===== config.mk =====
export PLATFORM = sky130hd
export DESIGN_NAME = vimm_skip_pc
export DESIGN_NICKNAME = d
export VERILOG_FILES = /design/src/rtl/vimm_pkg.sv /design/src/rtl/vimm_len_calc.sv /design/src/rtl/vimm_datapath.sv /design/src/rtl/vimm_ctrl.sv /design/src/rtl/vimm_skip_pc.sv
export SDC_FILE = /design/constraint.sdc
export NUM_CORES = 1
export LEC_CHECK = 0
export BUFFER_PORTS_ARGS = -buffer_cell sky130_fd_sc_hd__buf_4
export CORE_ASPECT_RATIO = 1.4
export CORE_MARGIN = 3
export CORE_UTILIZATION = 50
export DETAILED_ROUTE_END_ITERATION = 8
export GPL_TIMING_DRIVEN = 0
export PLACE_DENSITY_LB_ADDON = 0.3
export SLEW_MARGIN = 20
export SYNTH_ARGS = -nofsm -noshare
export SYNTH_HDL_FRONTEND = slang
export SYNTH_SLANG_ARGS = --single-unit

===== constraint.sdc =====
create_clock -name clk -period 13 [get_ports clk]
set_input_delay 1.3 -clock clk [delete_from_list [all_inputs] [get_ports clk]]
set_output_delay 1.3 -clock clk [all_outputs]
set_load 0.02 [all_outputs]

===== src/rtl/vimm_pkg.sv =====
package vimm_pkg;

  // Strobes from control to datapath
  typedef struct packed {
    logic capture;   // load a fresh result this cycle
    logic idle;      // no request: hold the result registers
  } vimmStrobe_t;

  // Fixed geometry of the encoding
  localparam int unsigned BASE_LEN_BYTES = 8;   // prefix + suffix
  localparam int unsigned IMM_BYTES      = 2;   // one 16-bit immediate
  localparam int unsigned WORD_BYTES     = 4;

endpackage


===== src/rtl/vimm_len_calc.sv =====
// Combinational length and block-crossing evaluation.
module vimm_len_calc #(
  parameter int unsigned VL_W        = 7,
  parameter int unsigned MAX_VL      = 64,
  parameter int unsigned SUB_W       = 2,
  parameter int unsigned BLOCK_BYTES = 64,
  parameter int unsigned BLK_W       = 6,
  parameter int unsigned LEN_W       = 10
) (
  input  logic [VL_W-1:0]  maxVl,
  input  logic [SUB_W-1:0] subCode,
  input  logic             vecImmEn,
  input  logic [BLK_W-1:0] blockOffset,
  output logic [LEN_W-1:0] instLen,
  output logic             crossBlock
);
  import vimm_pkg::*;

  localparam int unsigned PROD_W = VL_W + SUB_W + 1;
  localparam int unsigned FULL_W = PROD_W + 2;
  localparam int unsigned END_W  = LEN_W + 1;

  logic [VL_W-1:0]   vlEff;
  logic [VL_W-1:0]   extraImm;
  logic [PROD_W-1:0] partialSum [SUB_W+1];
  logic [PROD_W-1:0] halfWords;
  logic [PROD_W-1:0] wordCount;
  logic [FULL_W-1:0] lenFull;
  logic [END_W-1:0]  endOffset;

  // Clamp the vector length into the legal range
  always_comb begin
    if (maxVl == '0)
      vlEff = VL_W'(1);
    else if (maxVl > VL_W'(MAX_VL))
      vlEff = VL_W'(MAX_VL);
    else
      vlEff = maxVl;
  end

  assign extraImm      = vlEff - VL_W'(1);
  assign partialSum[0] = PROD_W'(extraImm);

  // extraImm * (subCode + 1) as a shift-add chain over the code bits
  for (genvar i = 0; i < SUB_W; i++) begin : g_subMul
    assign partialSum[i+1] = partialSum[i] +
        (subCode[i] ? (PROD_W'(extraImm) << i) : PROD_W'(0));
  end

  // Halfword count -> 32-bit words, rounded up
  assign halfWords = partialSum[SUB_W];
  assign wordCount = (halfWords + PROD_W'(1)) >> 1;
  assign lenFull   = FULL_W'(BASE_LEN_BYTES) + {wordCount, 2'b00};

  assign instLen = vecImmEn ? LEN_W'(lenFull) : LEN_W'(BASE_LEN_BYTES);

  // Fault when the end lies past the block edge; ending on the edge is legal
  assign endOffset  = END_W'(blockOffset) + END_W'(instLen);
  assign crossBlock = endOffset > END_W'(BLOCK_BYTES);

endmodule


===== src/rtl/vimm_datapath.sv =====
module vimm_datapath #(
  parameter int unsigned ADDR_W      = 32,
  parameter int unsigned VL_W        = 7,
  parameter int unsigned MAX_VL      = 64,
  parameter int unsigned SUB_W       = 2,
  parameter int unsigned BLOCK_BYTES = 64,
  parameter int unsigned BLK_W       = 6,
  parameter int unsigned LEN_W       = 10
) (
  input  logic                  clk,
  input  logic                  rst_n,
  input  vimm_pkg::vimmStrobe_t strobe,
  input  logic [ADDR_W-1:0]     curAddr,
  input  logic [VL_W-1:0]       maxVl,
  input  logic [SUB_W-1:0]      subCode,
  input  logic                  vecImmEn,
  output logic [ADDR_W-1:0]     nextAddr,
  output logic                  alignFault
);
  import vimm_pkg::*;

  logic [LEN_W-1:0] instLen;
  logic             crossBlock;

  vimm_len_calc #(
    .VL_W(VL_W), .MAX_VL(MAX_VL), .SUB_W(SUB_W),
    .BLOCK_BYTES(BLOCK_BYTES), .BLK_W(BLK_W), .LEN_W(LEN_W)
  ) u_lenCalc (
    .maxVl      (maxVl),
    .subCode    (subCode),
    .vecImmEn   (vecImmEn),
    .blockOffset(curAddr[BLK_W-1:0]),
    .instLen    (instLen),
    .crossBlock (crossBlock)
  );

  // Result registers: load on capture, hold otherwise
  always_ff @(posedge clk) begin
    if (!rst_n) begin
      nextAddr   <= '0;
      alignFault <= 1'b0;
    end else if (strobe.capture) begin
      nextAddr   <= curAddr + ADDR_W'(instLen);
      alignFault <= crossBlock;
    end
  end

  AST_DISABLED_STEP: assert property (@(posedge clk) disable iff (!rst_n)
    strobe.capture && !vecImmEn |=> nextAddr == $past(curAddr) + ADDR_W'(8));
  AST_WORD_STEP: assert property (@(posedge clk) disable iff (!rst_n)
    strobe.capture |=> nextAddr[1:0] == $past(curAddr[1:0]));
  AST_SINGLE_ELEM: assert property (@(posedge clk) disable iff (!rst_n)
    strobe.capture && maxVl == VL_W'(1) |=> nextAddr == $past(curAddr) + ADDR_W'(8));
  AST_LONG_FAULTS: assert property (@(posedge clk) disable iff (!rst_n)
    strobe.capture && instLen > LEN_W'(BLOCK_BYTES) |=> alignFault);
  AST_HOLD_IDLE: assert property (@(posedge clk) disable iff (!rst_n)
    strobe.idle |=> $stable(nextAddr) && $stable(alignFault));

endmodule


===== src/rtl/vimm_ctrl.sv =====
module vimm_ctrl (
  input  logic                  clk,
  input  logic                  rst_n,
  input  logic                  reqValid,
  output vimm_pkg::vimmStrobe_t strobe,
  output logic                  nextValid
);
  import vimm_pkg::*;

  always_comb begin
    strobe.capture = reqValid;
    strobe.idle    = ~reqValid;
  end

  // One-cycle valid pulse that follows each request
  always_ff @(posedge clk) begin
    if (!rst_n) nextValid <= 1'b0;
    else        nextValid <= reqValid;
  end

  AST_VALID_FOLLOWS: assert property (@(posedge clk) disable iff (!rst_n)
    reqValid |=> nextValid);
  AST_NO_SPURIOUS: assert property (@(posedge clk) disable iff (!rst_n)
    !reqValid |=> !nextValid);

endmodule


===== src/rtl/vimm_skip_pc.sv =====
module vimm_skip_pc #(
  parameter int unsigned ADDR_W      = 32,
  parameter int unsigned VL_W        = 7,
  parameter int unsigned MAX_VL      = 64,
  parameter int unsigned SUB_W       = 2,
  parameter int unsigned BLOCK_BYTES = 64
) (
  input  logic              clk,
  input  logic              rst_n,
  input  logic              reqValid,
  input  logic [ADDR_W-1:0] curAddr,
  input  logic [VL_W-1:0]   maxVl,
  input  logic [SUB_W-1:0]  subCode,
  input  logic              vecImmEn,
  output logic              nextValid,
  output logic [ADDR_W-1:0] nextAddr,
  output logic              alignFault
);
  import vimm_pkg::*;

  localparam int unsigned BLK_W   = $clog2(BLOCK_BYTES);
  localparam int unsigned MAX_LEN = BASE_LEN_BYTES +
      WORD_BYTES * (((MAX_VL - 1) * (2 ** SUB_W) * IMM_BYTES + WORD_BYTES - 1) / WORD_BYTES);
  localparam int unsigned LEN_W   = $clog2(MAX_LEN + 1);

  vimmStrobe_t strobe;

  vimm_ctrl u_ctrl (
    .clk      (clk),
    .rst_n    (rst_n),
    .reqValid (reqValid),
    .strobe   (strobe),
    .nextValid(nextValid)
  );

  vimm_datapath #(
    .ADDR_W(ADDR_W), .VL_W(VL_W), .MAX_VL(MAX_VL), .SUB_W(SUB_W),
    .BLOCK_BYTES(BLOCK_BYTES), .BLK_W(BLK_W), .LEN_W(LEN_W)
  ) u_dp (
    .clk       (clk),
    .rst_n     (rst_n),
    .strobe    (strobe),
    .curAddr   (curAddr),
    .maxVl     (maxVl),
    .subCode   (subCode),
    .vecImmEn  (vecImmEn),
    .nextAddr  (nextAddr),
    .alignFault(alignFault)
  );

endmodule


; Word-level counts from Yosys, hierarchy flattened
; Index checks and enable logic that the tools add are counted.
; W data, S select, Z words.
[op_classes]
addsub = 7
multipliers = 0
div_mod_pow = 0
magnitude_cmp = 2
n_eq_ne = 0
n_shift = 0
muxes = 5
n_bitwise = 0
reduce_logical = 1
[op_table]
columns = op, n
row1 = $add A32 B10 Y32, 1
row2 = $mux W7, 3
row3 = $add A6 B10 Y11, 1
row4 = $gt A11 B7 Y1 const B, 1
row5 = $add A4 B10 Y10 const A, 1
row6 = $mux W10, 1
row7 = $add A8 B8 Y9, 1
row8 = $add A9 B1 Y9 const B, 1
row9 = $add A7 B7 Y8, 1
row10 = $mux W8, 1
row11 = $gt A7 B7 Y1 const B, 1
row12 = $logic_not A7 Y1, 1
row13 = $sub A7 B1 Y7 const B, 1
[totals]
regBits = 34
latch_bits = 0
mem_bits_rw = 0
rom_bits = 0
input_bits = 45
out_inout_bits = 34
word_cells = 18
memories = 0

; Depth between registers and ports, before layout
[depth]
depth_word = 12
mapped_depth = 26
depth_no_buf = 25

; Modules after synthesis
; From an unflattened synthesis, not the netlist that was laid out.
[unflattened]
hier_cells = 430
area_unflattened_um2 = 3342.0
[by_module_without_submodules]
columns = module, n_inst, cells_each, area_per_inst_um2, seq_area_each_um2
row1 = vimm_datapath, 1, 285, 2274.7, 660.6
row2 = vimm_len_calc, 1, 141, 1029.7, 0.0
row3 = vimm_ctrl, 1, 4, 37.5, 20.0

; Least setup slack after synthesis
; OpenSTA, ideal clock, no wires.
[synth_path]
path_kind = input -> register
startpoint = in maxVl[5]
endpoint = reg u_dp.nextAddr[21]
setup_time_ns = 0.132
arrival_time_ns = 6.388
required_time_ns = 12.868
path_slack_ns = 6.479
path_stages = 26
path_buffers = 1
cell_sequence = nor4_1 nor2b_1 o21ai_0 ha_1 nand3_1 o21ai_0 a21oi_1 nand2_1 fa_1 inv_1 ha_1 or3b_2 nand3_1 nor3_1 and4_1 or2_1 and2_1 ha_1 a21o_1 a21o_1 a211o_1 a31o_1 buf_6 nand4_1 xor2_1 a21oi_1
[synth_via]
elab_chain_len = 11
word_cells_on_any_way = 13
cone_classes = add/sub (6) / order compare (1) / mux (5) / reduce/logical (1)
[synth_lines]
columns = item, line_no
row1 = start: declaration, vimm_skip_pc.sv:12  ; input logic [VL_W-1:0] maxVl,
row2 = $gt A7 B7 Y1, vimm_len_calc.sv:35  ; else if (maxVl > VL_W'(MAX_VL))
row3 = $mux W7, vimm_len_calc.sv:35
row4 = $mux W7 (*), vimm_len_calc.sv:33  ; if (maxVl == '0)
row5 = $sub A7 B1 Y7 (*), vimm_len_calc.sv:41  ; assign extraImm = vlEff - VL_W'(1);
row6 = $mux W7, vimm_len_calc.sv:47  ; (subCode[i] ? (PROD_W'(extraImm) << i) : PROD_W'(0));
row7 = $add A7 B7 Y8, vimm_len_calc.sv:46  ; assign partialSum[i+1] = partialSum[i] +
row8 = $add A8 B8 Y9 (*), vimm_len_calc.sv:46
row9 = $add A9 B1 Y9 (*), vimm_len_calc.sv:52  ; assign wordCount = (halfWords + PROD_W'(1)) >> 1;
row10 = $add A4 B10 Y10 (*), vimm_len_calc.sv:53  ; assign lenFull = FULL_W'(BASE_LEN_BYTES) + {wordCount, 2'b00};
row11 = $mux W10 (*), vimm_len_calc.sv:55  ; assign instLen = vecImmEn ? LEN_W'(lenFull) : LEN_W'(BASE_LEN_BYTES);
row12 = $add A32 B10 Y32 (*), vimm_datapath.sv:43  ; nextAddr <= curAddr + ADDR_W'(instLen);
row13 = end signal: assignment, vimm_datapath.sv:43
row14 = end: declaration, vimm_datapath.sv:17  ; output logic [ADDR_W-1:0] nextAddr,
; Every way passes the cells marked *; elsewhere a longest branch is shown, timed or not.
; A chain may end at the register's enable or synchronous reset.

; Final worst setup path
[layout_path]
startpoint = in maxVl[4]
endpoint = reg u_dp.nextAddr[31]
; The elaborated chain is that of the path after synthesis.

==> results by group <==
Run status
  – Outcome: completed

Synth
  – #FFs+latches synth: 34
  – Ys async rst share: 0
  – Synthesized area: 2890 um2
  – Register area share after synthesis: 0.236
  – Mapped Avg Cell Area: 8.25 um2
  – Mapped Nets: 420
  – Top FF cell, synth: dfxtp_1
  – Post-synth EDFFs: 0
  – Cells after Synth: 350
  – Yosys cell types: 55
  – Yosys warns: 0

Place
  – Hpwl dp: 6000 um
  – Port buffer count: 77
  – RePlAce Congestion: 0.844

Setup path
  – CP max-delay cell: fa_1
  – Arrival @ worst endpoint: 7.26 ns
  – Critical path launch point type: input pin
  – Critical path buffers and inverters: 3
  – Max incr delay on CP: 0.56 ns
  – Reg-to-reg endpoint: u_dp.alignFault
  – Most used cell, CP: ha_1
  – Crit Path Max Fanout: 10
  – CP Class: input pin to flop
  – R2R Path Start: u_dp.alignFault
  – Reg2Reg Setup Slack: 12.32 ns
  – Required time of the critical path: 13.14 ns
  – Worst setup EP type: flop
  – FF-to-FF path depth: 2
  – Delay-heaviest family, CP: simple AND/OR/NAND/NOR gates

Clock tree
  – Setup Buffers After CTS: 0
  – Clock Pin Slew Worst Setup and Hold Paths: 0.07 ns
  – TritonCTS clock tree: yes
  – CTS root buffer: clkbuf_8
  – Hold-fix buffers at CTS: 0
  – Clock buffer depth: 2
  – Clock latency on the worst-skew pair: 0.28 ns
  – H-tree levels: 2
  – Post_cts resized: 0
  – Total CTS buffers: 5
  – Clock Sinks: 34

Floorplanning
  – Initial Util: 0.519
  – Rows: 32
  – Die Y: 95.9 um
  – Die ar.: 6730 um2
  – IO Pins: 79
  – Die width: 70.2 um
  – Core area: 5570 um2

Layout
  – FF+latch area: 681 um2
  – Fraction of layout cells with a size suffix above 1: 0.237
  – # nets final: 504
  – N_diodes: 0
  – # fillers: 505
  – Area delta synth->final: 26.1%
  – Footprint of the multi-input gates: 2050 um2

Power and ir drop
  – Clk network pwr share: 0.145
  – Internal power: 317 uW
  – Pwr Total: 554 uW
  – Net Sw Frac: 0.428
  – P_sw: 237 uW
  – PwrDens: 152 nW/um2
  – Leakage: 0.00166 uW
  – Flop pwr share: 0.231
  – Max IR drop VDD: 119 uV
  – Logic gate share of total power: 0.624

Min path
  – Worst hold stages: 2
  – Hold path endpoint: u_dp.nextAddr[29]
  – Type of the worst min-delay path: flop to flop
  – HP Start: u_dp.nextAddr[29]

STA
  – Worst slew pin tran: 0.614 ns
  – Fmax: 0.140 GHz
  – Pins Over Slew Limit: 0
  – Skew final: 0 ns
  – Slew headroom: 0.591
  – Setup_tns: 0 ns
  – Endpoints failing hold: 0
  – Setup violators final: 0
  – Final min period: 7.12 ns
  – Tcrit/Tclk final: 0.548
  – RSZ-0062 raised after global routing: no

Route
  – WL per Instance: 14.4 um
  – Detailed Routing Iterations Pass 1: 4
  – Final WL: 7250 um
  – Routed Antenna Nets: 0
  – Drt initial violations: 144
  – DRC Markers: 0
  – Via-to-Cell Ratio: 5.68
  – Via count: 2859

Flow run
  – Total of max-cap violations: 0

GRT
  – Global-route wire length before repair: 12100 um
  – Antenna violations before repair: 0
  – Vias in the first global route: 2791
  – Largest net degree at the start of global routing: 11
  – Total GRT Usage: 0.218
  – Grt ovf: 0
final cells by class:
class,count,area share
clock inverters,1,0.00137
flip-flops and latches,34,0.187
well taps,68,0.0234
repair buffers,77,0.159
inverters,23,0.0237
plain buffers,14,0.0189
clock buffers,7,0.0237
multi-input cells,279,0.563
registers in the layout (all words and copies together) (netlist names):
| register | flops |
|---|---|
| u_dp.nextAddr | 32 |
| u_ctrl.nextValid | 1 |
| u_dp.alignFault | 1 |
cell usage after synthesis (all sizes together), types with 9 or more instances:
master | number | area [um2]
clkbuf | 11 | 41.3
xnor2 | 21 | 191
nand2 | 23 | 86.3
nand4 | 11 | 68.8
mux2i | 9 | 90.1
xor2 | 13 | 114
nor2b | 15 | 93.8
ha | 17 | 213
o21ai | 29 | 145
inv | 23 | 86.3
nor3 | 9 | 56.3
a21oi | 29 | 149
dfxtp | 34 | 681
nor2 | 15 | 56.3
how the worst max path moves through the flow:
stage,slack (ns),end,startpoint,depth (start not counted)
finish,5.88,u_dp.nextAddr[31],maxVl[4],27
global route,5.52,u_dp.nextAddr[31],maxVl[4],27
CTS,5.91,u_dp.nextAddr[31],maxVl[4],27
detailed placement,5.62,u_dp.nextAddr[31],maxVl[4],27
global placement,5.77,u_dp.nextAddr[31],maxVl[4],27
floorplan,6.48,u_dp.nextAddr[21],maxVl[5],26
tightest hold or removal path: stages, from the launching register on:
cell	delay, ns
dfxtp_1	0.31
nand2_1	0.05
o22ai_1	0.06
layer usage:
metal  global-route usage  vias up  part of all wire
met4               0.0974        0             0.025
met5                    0        -                 0
met3               0.0272       12             0.060
met2                0.423      102              0.53
li1                     -     1414                 -
met1                0.236     1331              0.38
layout by cell type, fill, tap and decap left out, types with 5 or more instances in the layout:
master,synthesis,routed
xor2_1,13,13
inv_1,23,23
ha_1,17,17
xnor2_1,20,20
nor2_1,15,15
nand4_1,11,11
dfxtp_1,34,34
a21oi_1,28,28
nor3_1,8,8
o21ai_0,28,28
nand2_1,23,23
a21o_1,5,5
buf_4,0,77
fa_1,8,8
mux2i_1,9,9
nor4_1,5,5
clkbuf_1,11,12
nor2b_1,15,15
nand2b_1,6,6
clkbuf_8,0,6
nand3_1,8,8
power by group through the flow:
| stage | logic [uW] | registers (uW) | clock network, uW |
|---|---|---|---|
| detailed placement | 344 | 131 | 0 |
| floorplan | 239 | 148 | 0 |
| CTS | 346 | 128 | 82.0 |
| global placement | 335 | 130 | 0 |
| finish | 345 | 128 | 80.5 |
| global route | 383 | 130 | 85.3 |
cells by family (layout without fill, tap and decap cells):
family                     count (synthesis)  after routing  synth area share
AOI/OAI and AO/OA                         89             89             0.200
xor gates and xnor gates                  34             34             0.106
adders and majority gates                 25             25             0.129
buffers and inverters                     37            122            0.0537
DFF                                       34             34             0.236
muxes                                     10             10            0.0351
and+or+nand+nor                          121            121             0.240
stage by stage:
step | utilization | std cells | hold WS [ns] | instance area [um2] | worst slack (ns)
2_1_floorplan | - | 350 | 0.543 | 2890 | 6.48
3_3_place_gp | 0.638 | 495 | 0.459 | 3550 | 5.77
3_5_place_dp | 0.638 | 495 | 0.468 | 3550 | 5.62
4_1_cts | 0.654 | 503 | 0.478 | 3640 | 5.91
5_1_grt | 0.654 | 503 | 0.504 | 3640 | 5.52
6_report | 0.654 | 503 | 0.476 | 3640 | 5.88
(Power assumes the default switching activity.)
